File: config.mk
export PLATFORM = sky130hd
export DESIGN_NAME = tmr_regif
export DESIGN_NICKNAME = d
export VERILOG_FILES = /design/src/rtl/tmr_regif.sv
export SDC_FILE = /design/constraint.sdc
export NUM_CORES = 1
export LEC_CHECK = 0
export BUFFER_PORTS_ARGS = -buffer_cell sky130_fd_sc_hd__clkbuf_2
export CAP_MARGIN = 20
export CORE_MARGIN = 3
export CORE_UTILIZATION = 38
export DETAILED_ROUTE_END_ITERATION = 8
export PLACE_DENSITY = 0.6
export RECOVER_POWER = 50
export SLEW_MARGIN = 5
export SYNTH_ARGS = -nofsm -noshare
export SYNTH_HDL_FRONTEND = slang
export SYNTH_SLANG_ARGS = --single-unit
File: constraint.sdc
create_clock -name clk -period 3.25 [get_ports clk]
set_clock_uncertainty 0.2 [all_clocks]
set_input_delay 0.1625 -clock clk [delete_from_list [all_inputs] [get_ports clk]]
set_output_delay 0.1625 -clock clk [all_outputs]
set_load 0.02 [all_outputs]
File: src/rtl/tmr_regif.sv
module tmr_regif (
  input  logic        clk,
  input  logic        rst_n,
  input  logic [1:0]  addr,
  input  logic        wr_en,
  input  logic        rd_en,
  input  logic [7:0]  wdata,
  output logic [7:0]  rdata,
  input  logic [47:0] cnt_val,
  input  logic [2:0]  ch_out,
  output logic [2:0]  ld_pulse,
  output logic [47:0] ld_val,
  output logic [8:0]  ch_mode,
  output logic [2:0]  ch_bcd
);
  localparam int NCH = 3;
  localparam logic [1:0] CMD_ADDR = 2'd3;

  logic [1:0]  acc  [NCH];
  logic [2:0]  md   [NCH];
  logic        bcdq [NCH];
  logic        wtog [NCH];
  logic        rtog [NCH];
  logic [7:0]  wlow [NCH];
  logic [1:0]  clp  [NCH];
  logic [15:0] clv  [NCH];
  logic        stp  [NCH];
  logic [7:0]  stv  [NCH];
  logic [15:0] ldv  [NCH];
  logic [15:0] live [NCH];
  logic [2:0]  ldp;

  wire       cmd_wr = wr_en && addr == CMD_ADDR;
  wire [1:0] csel   = wdata[7:6];
  wire       rbk    = csel == 2'd3;

  always_comb begin
    rdata = 8'h00;
    for (int i = 0; i < NCH; i++) begin
      if (rd_en && addr == 2'(i)) begin
        if (stp[i])               rdata = stv[i];
        else if (clp[i] == 2'd2)  rdata = clv[i][15:8];
        else if (clp[i] != 2'd0)  rdata = clv[i][7:0];
        else if (acc[i] == 2'd2 || (acc[i] == 2'd3 && rtog[i])) rdata = live[i][15:8];
        else                      rdata = live[i][7:0];
      end
    end
  end

  always_ff @(posedge clk or negedge rst_n) begin
    if (!rst_n) begin
      ldp <= '0;
      for (int i = 0; i < NCH; i++) begin
        acc[i]  <= 2'd3;
        md[i]   <= 3'd0;
        bcdq[i] <= 1'b0;
        wtog[i] <= 1'b0;
        rtog[i] <= 1'b0;
        wlow[i] <= 8'h00;
        clp[i]  <= 2'd0;
        clv[i]  <= 16'h0000;
        stp[i]  <= 1'b0;
        stv[i]  <= 8'h00;
        ldv[i]  <= 16'h0000;
      end
    end else begin
      ldp <= '0;
      for (int i = 0; i < NCH; i++) begin
        if (rd_en && addr == 2'(i)) begin
          if (stp[i])              stp[i] <= 1'b0;
          else if (clp[i] != 2'd0) clp[i] <= (clp[i] == 2'd3) ? 2'd2 : 2'd0;
          else if (acc[i] == 2'd3) rtog[i] <= ~rtog[i];
        end
        if (cmd_wr && !rbk && csel == 2'(i)) begin
          if (wdata[5:4] == 2'd0) begin
            if (clp[i] == 2'd0) begin
              clp[i] <= acc[i];
              clv[i] <= live[i];
            end
          end else begin
            acc[i]  <= wdata[5:4];
            md[i]   <= wdata[3:1];
            bcdq[i] <= wdata[0];
            rtog[i] <= 1'b0;
            wtog[i] <= 1'b0;
          end
        end
        if (cmd_wr && rbk && wdata[1+i]) begin
          if (!wdata[5] && clp[i] == 2'd0) begin
            clp[i] <= acc[i];
            clv[i] <= live[i];
          end
          if (!wdata[4] && !stp[i]) begin
            stp[i] <= 1'b1;
            stv[i] <= {ch_out[i], 1'b0, acc[i], md[i], bcdq[i]};
          end
        end
        if (wr_en && addr == 2'(i)) begin
          case (acc[i])
            2'd1: begin ldp[i] <= 1'b1; ldv[i] <= {8'h00, wdata}; end
            2'd2: begin ldp[i] <= 1'b1; ldv[i] <= {wdata, 8'h00}; end
            default: begin
              if (!wtog[i]) begin
                wlow[i] <= wdata;
                wtog[i] <= 1'b1;
              end else begin
                ldp[i]  <= 1'b1;
                ldv[i]  <= {wdata, wlow[i]};
                wtog[i] <= 1'b0;
              end
            end
          endcase
        end
      end
    end
  end

  assign ld_pulse = ldp;

  for (genvar g = 0; g < NCH; g++) begin : g_ch
    assign live[g]             = cnt_val[16*g +: 16];
    assign ld_val[16*g +: 16]  = ldv[g];
    assign ch_mode[3*g +: 3]   = md[g];
    assign ch_bcd[g]           = bcdq[g];

    AST_LD_AFTER_WR: assert property (@(posedge clk) disable iff (!rst_n)
      ldp[g] |-> $past(wr_en && addr == 2'(g)));
    AST_LOW_BYTE_NO_LOAD: assert property (@(posedge clk) disable iff (!rst_n)
      (wr_en && addr == 2'(g) && acc[g] == 2'd3 && !wtog[g]) |=> !ldp[g]);
    AST_CNT_SNAP_HOLD: assert property (@(posedge clk) disable iff (!rst_n)
      (clp[g] != 2'd0 && !(rd_en && addr == 2'(g))) |=> $stable(clv[g]));
    AST_STAT_SNAP_HOLD: assert property (@(posedge clk) disable iff (!rst_n)
      (stp[g] && !(rd_en && addr == 2'(g))) |=> (stp[g] && $stable(stv[g])));
    AST_CMD_READ_QUIET: assert property (@(posedge clk) disable iff (!rst_n)
      (rd_en && addr == CMD_ADDR && !wr_en) |=> ($stable(stp[g]) && $stable(clp[g]) && $stable(rtog[g])));
  end
endmodule

== Word level (Yosys, flattened, before mapping) ==
Cells that the tools add are included.
Word-level totals
  flip-flop bits (word level): 177
Operators by class
  equal/unequal tests: 21
  muxes and demuxes: 114
  bitwise logic cells: 10
  reduce and logical (&&, ||, !) cells: 60
Operator list (count)
  16-bit two-way mux: 18
  8-bit two-way mux: 15
  16-bit case mux with 2 select lines: 3
  2-bit two-way mux: 27
  1-bit two-way mux: 51
  2-bit == test, second input constant: 16
  1-bit logical AND: 24
  2-bit AND reduction: 9
  2-bit zero test: 6
  2-bit by 1-bit == test with 1-bit output, second input constant: 5
  1-bit NOT: 10
  3-bit AND reduction: 3
  3-bit nonzero test: 3
  1-bit zero test: 6
  2-bit nonzero test: 3
  2-bit OR reduction: 3
  1-bit logical OR: 3

== Logic depth before layout (Yosys ltp) ==
Gate-level depths: netlist of the first run.
  word-level depth: 10
  depth in mapped cells: 8
  gate-level depth less buffers: 6

== Worst setup path after synthesis of the first run ==
Ideal clock, no wire load.
  path kind: register to output
  start point: reg acc[4] in the netlist's numbering
  end point: out rdata[4]
  data arrival time: 2.078 ns
  data required time: 2.887 ns
  slack: 0.810 ns
  cell stages (with the launch flop): 7
  buffers on the path: 0
  cell sequence: dfstp_2 inv_1 ha_1 or3b_2 a311o_1 a221o_1 nand4_1
On the way
  longest elaborated chain between the ends: 10
  elaborated cells between the ends (all ways): 11
Ends and longest elaborated chain
  start: declaration: RTL line 19  | logic [1:0] acc [NCH];
  start signal: indexed assignment: RTL line 81  | acc[i] <= wdata[5:4];
  2-bit == test: RTL line 44  | else if (acc[i] == 2'd2 || (acc[i] == 2'd3 && rtog[i])) rdata = live[i][15:8];
  1-bit logical AND: RTL line 44
  1-bit logical OR (*): RTL line 44
  8-bit two-way mux (*): RTL line 44
  8-bit two-way mux (*): RTL line 43  | else if (clp[i] != 2'd0) rdata = clv[i][7:0];
  8-bit two-way mux (*): RTL line 42  | else if (clp[i] == 2'd2) rdata = clv[i][15:8];
  8-bit two-way mux (*): RTL line 41  | if (stp[i]) rdata = stv[i];
  8-bit two-way mux (*) (3 in a row): RTL line 40  | if (rd_en && addr == 2'(i)) begin
  end: declaration: RTL line 8  | output logic [7:0] rdata,
Mark *: on every way between the ends. The rest lies on a longest branch, timed or not.

== Worst setup path in the final report of the first run ==
Same ends and word-level chain as after synthesis.

==> flow_summary.toml, run 1 <==
[run_status]
outcome = "finished with violations"
violations = "max-capacitance violations, max-slew violations"

[clocking]
cts_buffers = 17
htree_levels = 4
clk_path_buf_depth = 2
clockRootBuffer = "clkbuf_16"
cts_tree = "built"
postCtsSetupBuffers = 0
clk-insertion-delay-late_ns = 0.43
clkTransAtPathRegs_ns = 0.07
cts.sinks = 177

[timing]
rsz0062_at_grt = "false"
fmax_ghz = 0.3204
fin_crit_ns = 3.121
min_period_over_period = 0.9603
finalSetupViolCount = 0
hold_viol = 0
worst_pin_slew_ns = 1.707
tns_ns = 0
finalMaxSlewViolations = 68
slew_headroom = -0.1380

[synth]
synth_ff_type = "dfrtp_1"
yosys-top-cells-count = "dfrtp_1 (171), mux2_2 (118), nand2_1 (98), o21ai_0 (42), clkbuf_1 (37)"
ys_ff_latch = 177
yosys.area.top_type = "dfrtp_1"
ys_top_cells_by_area = "dfrtp_1 (50%), mux2_2 (16%), nand2_1 (4.3%)"
syn_area_per_cell_um2 = 10.99
syn_nets = 855
synth_top_area_share = 0.5006
syn_inst = 778
synth.most_common_cell = "dfrtp_1"
ys_warn_count = 0
yosysSeqAreaShare = 0.5190
synthArstFlopShare = 1.000
synth_area_um2 = 8548
synth_edf_count = 0
synth.distinct_cells = 60

[layout]
fillers = 2053
drive_gt1_frac = 0.2739
fin_util = 0.4786
final_area_um2 = 10510
finalNetCount = 1028
seq_area_um2 = 4437
diodes = 0
multi_input_area_um2 = 3827
area_growth_pct = 22.95

[pwr]
p_sw_frac = 0.3528
p_total_mw = 7.537
peakVddDrop_mv = 0.3832
p_switching_mw = 2.659
pwr-share-clk = 0.268
p_int_mw = 4.878
comb_power_share = 0.293
power_density_nw_per_um2 = 717.1
leakage_nw = 4.789
seqPwrFrac = 0.439

[global_route]
grt_util_all_layers = 0.1989
grt_pass1_wl_um = 37990
overflow = 0
antenna_found_initial = 0
grt_max_degree = 68
grt_pass1_vias = 6808

[setup_path]
arrival_ns = 2.76
worstRegToRegCells = 4
crit_slowest_cell = "dfstp_2"
path_cells = "inv_1 > ha_2 > or3b_2 > a311o_1 > a221o_1 > nand4_1 > clkbuf_2"
worstSetupPathType = "reg2out"
worst_path_dominant_cell_family = "compound AO/OA/AOI/OAI gates"
timing.rr.end = "wlow[6]"
crit_buf_inv = 2
worstPathRequired_ns = 2.89
crit_path_start_kind = "register"
slowest_delay_ns = 0.57
critPathCaptureType = "primary output"
reg2reg_slack_ns = 0.74
crit_fanout = 8
r2r-start = "acc[0]"

[detailed_routing]
drt_iter0_markers = 333
drt_first_pass_iters = 4
routedWlPerCell_um = 18.74
ant_nets = 0
wirelength_um = 23310
drc_errors = 0
via_per_inst = 5.208
vias = 6479

[hold_path]
min-delay-start = "wdata[0]"
hold_class = "in2reg"
holdPathEnd = "ld_val[24]"
hold_path_depth = 3

[floorplan]
die_area_um2 = 24330
die_x_um = 156.0
start_util = 0.3893
fp.dieH_um = 156.0
pin_count = 136
core_area_um2 = 21960
num_rows = 54

[place]
placedInstanceArea_um2 = 9509
io_buffer_count = 135
dpl.hpwl_um = 16010
gp_congestion = 0.8287

[job]
drv_cap = 1
## metal layers
metal | wire (um) | vias up | GRT usage
li1 | - | 3113 | -
met3 | 902 | 25 | 0.02968
met2 | 11210 | 128 | 0.3262
met4 | 363 | 0 | 0.05593
met1 | 10830 | 3213 | 0.2759
met5 | 0 | - | 0
## how the worst max path moves through the flow
stage	cells after the start	start	end	slack (ns)
after floorplan	6	acc[4]	rdata[4]	0.81
after global placement	7	acc[4]	rdata[4]	0.55
after detailed placement	7	acc[4]	rdata[4]	0.52
after CTS	7	acc[4]	rdata[4]	0.05
after global routing	7	acc[2]	rdata[6]	0.05
final	7	acc[4]	rdata[4]	0.13
## through the flow
step,setup WS (ns),hold WS (ns),instances
after global routing,0.05025,0.02480,1244
after global placement,0.5505,0.01925,1159
final,0.1291,0.004191,1244
after CTS,0.04946,0.003904,1244
after detailed placement,0.5162,0.01673,1159
after floorplan,0.8099,-0.3331,778
## worst reg2reg max path, stage by stage, from the launching register on
cell,delay [ns]
dfstp_2,0.59
inv_1,0.06
ha_1,0.64
and3_1,0.52
mux2_2,0.39
## power by group through the flow
stage	Combinational [mW]	Clock (mW)	Sequential (mW)
2_1_floorplan	1.17	0	3.62
3_3_place_gp	2.22	0	3.33
3_5_place_dp	2.26	0	3.35
4_1_cts	2.32	2.06	3.31
5_1_grt	2.46	2.15	3.40
6_report	2.20	2.02	3.31
## layout by cell type (no fill, tap or decap), drive strengths merged, types with 5 or more instances in the layout
| cell | count |
|---|---|
| a211oi | 6 |
| and3 | 6 |
| dfrtp | 171 |
| or3b | 7 |
| a221oi | 6 |
| and2 | 7 |
| nor3 | 11 |
| o211ai | 15 |
| and4 | 5 |
| dlygate4sd3 | 53 |
| a21oi | 23 |
| nor2 | 34 |
| nand2b | 20 |
| mux2 | 119 |
| clkinv | 6 |
| inv | 29 |
| o21ai | 45 |
| nor2b | 8 |
| clkbuf | 156 |
| a22oi | 11 |
| nand4 | 7 |
| a22o | 7 |
| nand3 | 19 |
| ha | 12 |
| o21a | 5 |
| buf | 13 |
| nand2 | 99 |
| dfstp | 6 |
## cell type report
class                           count  share of cell area
Multi-Input combinational cell    528              0.3642
Inverter                           24            0.008571
Sequential cell                   177              0.4221
Tap cell                          280             0.03333
Timing Repair Buffer              203              0.1176
Clock inverter                     13             0.01202
Clock buffer                       19             0.04214
## cell families after synthesis
family | synth area share
simple gates | 0.1533
flops | 0.5190
compound gates | 0.1143
mux | 0.1614
buf+inv | 0.03440
fa+ha+maj | 0.01756
## flip-flops by register name, summed over array words and instances, names as in the netlist
signal,cells
ld_val,48
stp,3
acc,6
clp,6
ld_pulse,3
ch_mode,9
stv,21
rtog,3
clv,48
wlow,24
wtog,3
ch_bcd,3
## repair_timing
action | in CTS | in global routing
hold endpoints to repair | 117 | 0
resized for setup | 0 | 1
endpoints found under the setup margin | 0 | 2
hold buffers | 53 | 0
Power figures use the tool's default switching activity.
==> run 2, diff against run 1 <==
SLEW_MARGIN = 25   (was 5)
clock period = 3.22 ns   (was 3.25 ns; I/O delays follow)
==> run 2 against run 1 <==
The run still ends with max-capacitance violations, max-slew violations left. Critical path depth unchanged. Setup slack got worse by 0.019 ns. Sequential power about the same. Sequential share of layout area decreased by 0.080 points. Register-to-register slack got worse by 0.06 ns. Critical path type unchanged. Largest power group unchanged. Flip-flop and latch count unchanged.
==> flow_summary.toml, run 2 (same netlist as run 1, synthesis figures left out) <==
[setup_path]
worstPathRequired_ns = 2.86
crit_path_start_kind = "register"
arrival_ns = 2.75
reg2reg_slack_ns = 0.68
crit_slowest_cell = "dfstp_2"
slowest_delay_ns = 0.56
path_cells = "inv_1 > ha_2 > or3b_2 > a311o_1 > a221o_1 > nand4_1 > clkbuf_2"
worstSetupPathType = "reg2out"
worstRegToRegCells = 5
crit_fanout = 8
r2r-start = "acc[2]"
timing.rr.end = "wlow[10]"
critPathCaptureType = "primary output"

[timing]
worst_pin_slew_ns = 2.157
fin_crit_ns = 3.110
finalSetupViolCount = 0
finalMaxSlewViolations = 82
fmax_ghz = 0.3215
min_period_over_period = 0.9659
rsz0062_at_grt = "false"
hold_viol = 0
tns_ns = 0
slew_headroom = -0.4381

[clocking]
cts_tree = "built"
clkTransAtPathRegs_ns = 0.07
cts.sinks = 177
postCtsSetupBuffers = 0
clockRootBuffer = "clkbuf_16"
clk-insertion-delay-late_ns = 0.44
clk_path_buf_depth = 2
htree_levels = 4
cts_buffers = 17

[global_route]
overflow = 0
grt_pass1_wl_um = 37220
grt_util_all_layers = 0.1950
grt_pass1_vias = 6554
grt_max_degree = 83
antenna_found_initial = 0

[pwr]
power_density_nw_per_um2 = 723.2
leakage_nw = 4.794
p_total_mw = 7.615
peakVddDrop_mv = 0.3287

[hold_path]
hold_path_depth = 3
min-delay-start = "wdata[0]"
hold_class = "in2reg"
holdPathEnd = "ld_val[24]"

[floorplan]
fp.dieH_um = 156.0
start_util = 0.3893
die_x_um = 156.0
core_area_um2 = 21960
num_rows = 54
pin_count = 136
die_area_um2 = 24330

[place]
io_buffer_count = 135
dpl.hpwl_um = 15950
gp_congestion = 0.8425

[detailed_routing]
via_per_inst = 5.266
drt_iter0_markers = 374
drt_first_pass_iters = 5
vias = 6551
wirelength_um = 23160
drc_errors = 0
ant_nets = 0
routedWlPerCell_um = 18.62

[layout]
final_cell_mix = "dfrtp_1 (171), mux2_2 (118), nand2_1 (98)"
finalNetCount = 1028
diodes = 0
area_growth_pct = 23.19
layout_commonest_cell = "dfrtp_1"
drive_gt1_frac = 0.2739

[run_status]
violations = "max-capacitance violations, max-slew violations"
outcome = "finished with violations"

[job]
drv_cap = 1
## run 2: worst max-delay path by stage
stage	startpoint	end	slack, ns	depth (start not counted)
floorplan	acc[4]	rdata[4]	0.78	6
global placement	acc[4]	rdata[4]	0.53	7
detailed placement	acc[4]	rdata[4]	0.50	7
CTS	acc[4]	rdata[4]	0.02	7
global route	acc[2]	rdata[6]	0.01	7
finish	acc[4]	rdata[4]	0.11	7
## run 2: through the flow
step / hold WS (ns) / setup slack [ns] / cell area, um2 / util / instances
floorplan: -0.3346 / 0.7814 / 8548 / - / 778
global placement: 0.07509 / 0.5257 / 9509 / 0.4330 / 1159
detailed placement: 0.07610 / 0.5040 / 9509 / 0.4330 / 1159
CTS: 0.0003817 / 0.02061 / 10620 / 0.4835 / 1244
global route: 0.005582 / 0.01167 / 10530 / 0.4795 / 1244
finish: 0.002731 / 0.1098 / 10530 / 0.4795 / 1244
## run 2: timing repair
action	CTS	global route
resized for setup	0	1
endpoints found under the hold margin	129	0
hold buffers	53	0
endpoints found under the setup margin	0	2
## run 2: per-layer routing
layer	part of all wire	global-route usage
met1	0.47	0.2743
met2	0.47	0.3085
met3	0.041	0.03467
met4	0.018	0.06013
met5	0	0
## run 2: worst max-delay path, delay by kind of cell, from the launching register on
kind | cells | cell delay [ns]
buf+inv | 2 | 0.24
flops | 1 | 0.56
simple gates | 2 | 0.59
fa+ha+maj | 1 | 0.24
compound gates | 2 | 0.68
## run 2: layout make-up
class / count / area [um2]
Clock buffer: 20 / 456.7
Clock inverter: 12 / 120.1
Fill cell: 2083 / 11430
Inverter: 24 / 90.09
Multi-Input combinational cell: 528 / 3827
Sequential cell: 177 / 4437
Tap cell: 280 / 350.3
Timing Repair Buffer: 203 / 1249
## run 2: power by group
| group | leakage (nW) | switching, mW | total [mW] | internal [mW] |
|---|---|---|---|---|
| clock network | 0.279 | 0.924 | 2.05 | 1.12 |
| logic | 2.25 | 1.33 | 2.23 | 0.900 |
| registers | 2.27 | 0.413 | 3.34 | 2.92 |
| total | 4.79 | 2.67 | 7.62 | 4.95 |
==> run 3, diff against run 2 <==
TNS_END_PERCENT = 5   (was default)
clock period = 3.65 ns   (was 3.22 ns; I/O delays follow)
==> run 3 against run 2 <==
The run still ends with max-capacitance violations, max-slew violations left. Setup slack better by 0.32 ns. Largest cell class unchanged. Core utilization down 0.091 points. Highest routed layer unchanged. Via count down 0.29%. Critical path type unchanged.
==> flow_summary.toml, run 3 (same netlist as run 1, synthesis figures left out) <==
[detailed_routing]
routedWlPerCell_um = 19.04
drc_errors = 0
ant_nets = 0
drt_iter0_markers = 557
wirelength_um = 23540
vias = 6532
via_per_inst = 5.285
drt_first_pass_iters = 5

[floorplan]
num_rows = 54
pin_count = 136
start_util = 0.3893
die_area_um2 = 24330
die_x_um = 156.0
core_area_um2 = 21960
fp.dieH_um = 156.0

[place]
post-place-ws_ns = 0.8855
gp_congestion = 0.8172
dpl.hpwl_um = 15860
io_buffer_count = 135

[timing]
hold_viol = 0
worst_pin_slew_ns = 1.723
tns_ns = 0
rsz0062_at_grt = "false"
slew_headroom = -0.1485
layout_setup_ws_ns = 0.4286
min_period_over_period = 0.8826
fin_crit_ns = 3.221
finalMaxSlewViolations = 68
fmax_ghz = 0.3104
finalSetupViolCount = 0

[pwr]
power_density_nw_per_um2 = 653.7
leakage_nw = 4.766
peakVddDrop_mv = 0.3273

[clocking]
clk-insertion-delay-late_ns = 0.43
clkTransAtPathRegs_ns = 0.07
cts_buffers = 17
clockRootBuffer = "clkbuf_16"
ctsHoldBuffers = 53
cts_tree = "built"
htree_levels = 4
cts_resized = 0
postCtsSetupBuffers = 0
clk_path_buf_depth = 2
cts.sinks = 177

[layout]
layout_commonest_cell = "dfrtp_1"
area_growth_pct = 22.95
diodes = 0
finalNetCount = 1020
fillers = 2038
final_cell_mix = "dfrtp_1 (171), mux2_2 (118), nand2_1 (98)"
drive_gt1_frac = 0.2667

[global_route]
overflow = 0
antenna_found_initial = 0
grt_max_degree = 75
grt_pass1_vias = 6678
grt_pass1_wl_um = 37690
grt_util_all_layers = 0.1989

[setup_path]
worst_path_dominant_cell_family = "simple AND/OR/NAND/NOR gates"
crit_buf_inv = 2
slowest_delay_ns = 0.60
worstSetupPathType = "reg2out"
worstPathRequired_ns = 3.27
crit_path_start_kind = "register"
path_cells = "inv_1 > ha_1 > nor2_1 > mux2_2 > o211ai_1 > o2111ai_1 > clkbuf_2"
arrival_ns = 2.84
crit_slowest_cell = "nor2_1"
crit_fanout = 8
critPathCaptureType = "primary output"

[hold_path]
hold_class = "in2reg"

[job]
drv_cap = 1

[run_status]
violations = "max-capacitance violations, max-slew violations"
outcome = "finished with violations"
-- run 3: layer usage --
metal	GRT usage	vias up	wire length [um]
met3	0.04244	25	1135
met2	0.3157	162	11330
met1	0.2801	3243	10760
li1	-	3102	-
met4	0.04878	0	311
met5	0	-	0
-- run 3: worst paths after layout --
path	start	endpoint	slack [ns]	depth (start not counted)
max	acc[0]	rdata[6]	0.43	7
min	wdata[0]	ld_val[8]	0.03	3
max reg2reg	acc[0]	wlow[3]	1.11	4
min reg2reg	ld_val[44]	ld_val[44]	0.27	2
max in group asynchronous	rst_n	ld_val[43]	0.75	3
min in group asynchronous	rst_n	clv[28]	0.53	2
-- run 3: cell type report --
cell class,instances,area [um2],share of cell area
well taps,280,350.3,0.03333
repair buffers,195,1176,0.1119
multi-input cells,528,3825,0.3639
flip-flops and latches,177,4437,0.4221
clock buffers,18,429.2,0.04083
inverters,24,90.09,0.008571
clock inverters,14,202.7,0.01929
-- run 3: stage by stage --
| stage | util | total power [mW] | cells | area, um2 | hold WS, ns |
|---|---|---|---|---|---|
| 2_1_floorplan | - | 4.268 | 778 | 8548 | -0.3131 |
| 3_3_place_gp | 0.4303 | 4.931 | 1151 | 9449 | 0.03279 |
| 3_5_place_dp | 0.4303 | 4.979 | 1151 | 9449 | 0.03400 |
| 4_1_cts | 0.4832 | 7.006 | 1236 | 10610 | 0.01024 |
| 5_1_grt | 0.4786 | 7.305 | 1236 | 10510 | 0.04296 |
| 6_report | 0.4786 | 6.871 | 1236 | 10510 | 0.03145 |
-- run 3: report_power, final --
part           total [mW]  internal (mW)  switching (mW)
clock                1.97           1.16           0.812
combinational        1.95          0.778            1.17
sequential           2.95           2.58           0.370
-- run 3: tightest hold or removal path: stages --
cell and delay [ns]:
clkbuf_2 0.25, nand2_1 0.11, o21ai_0 0.06
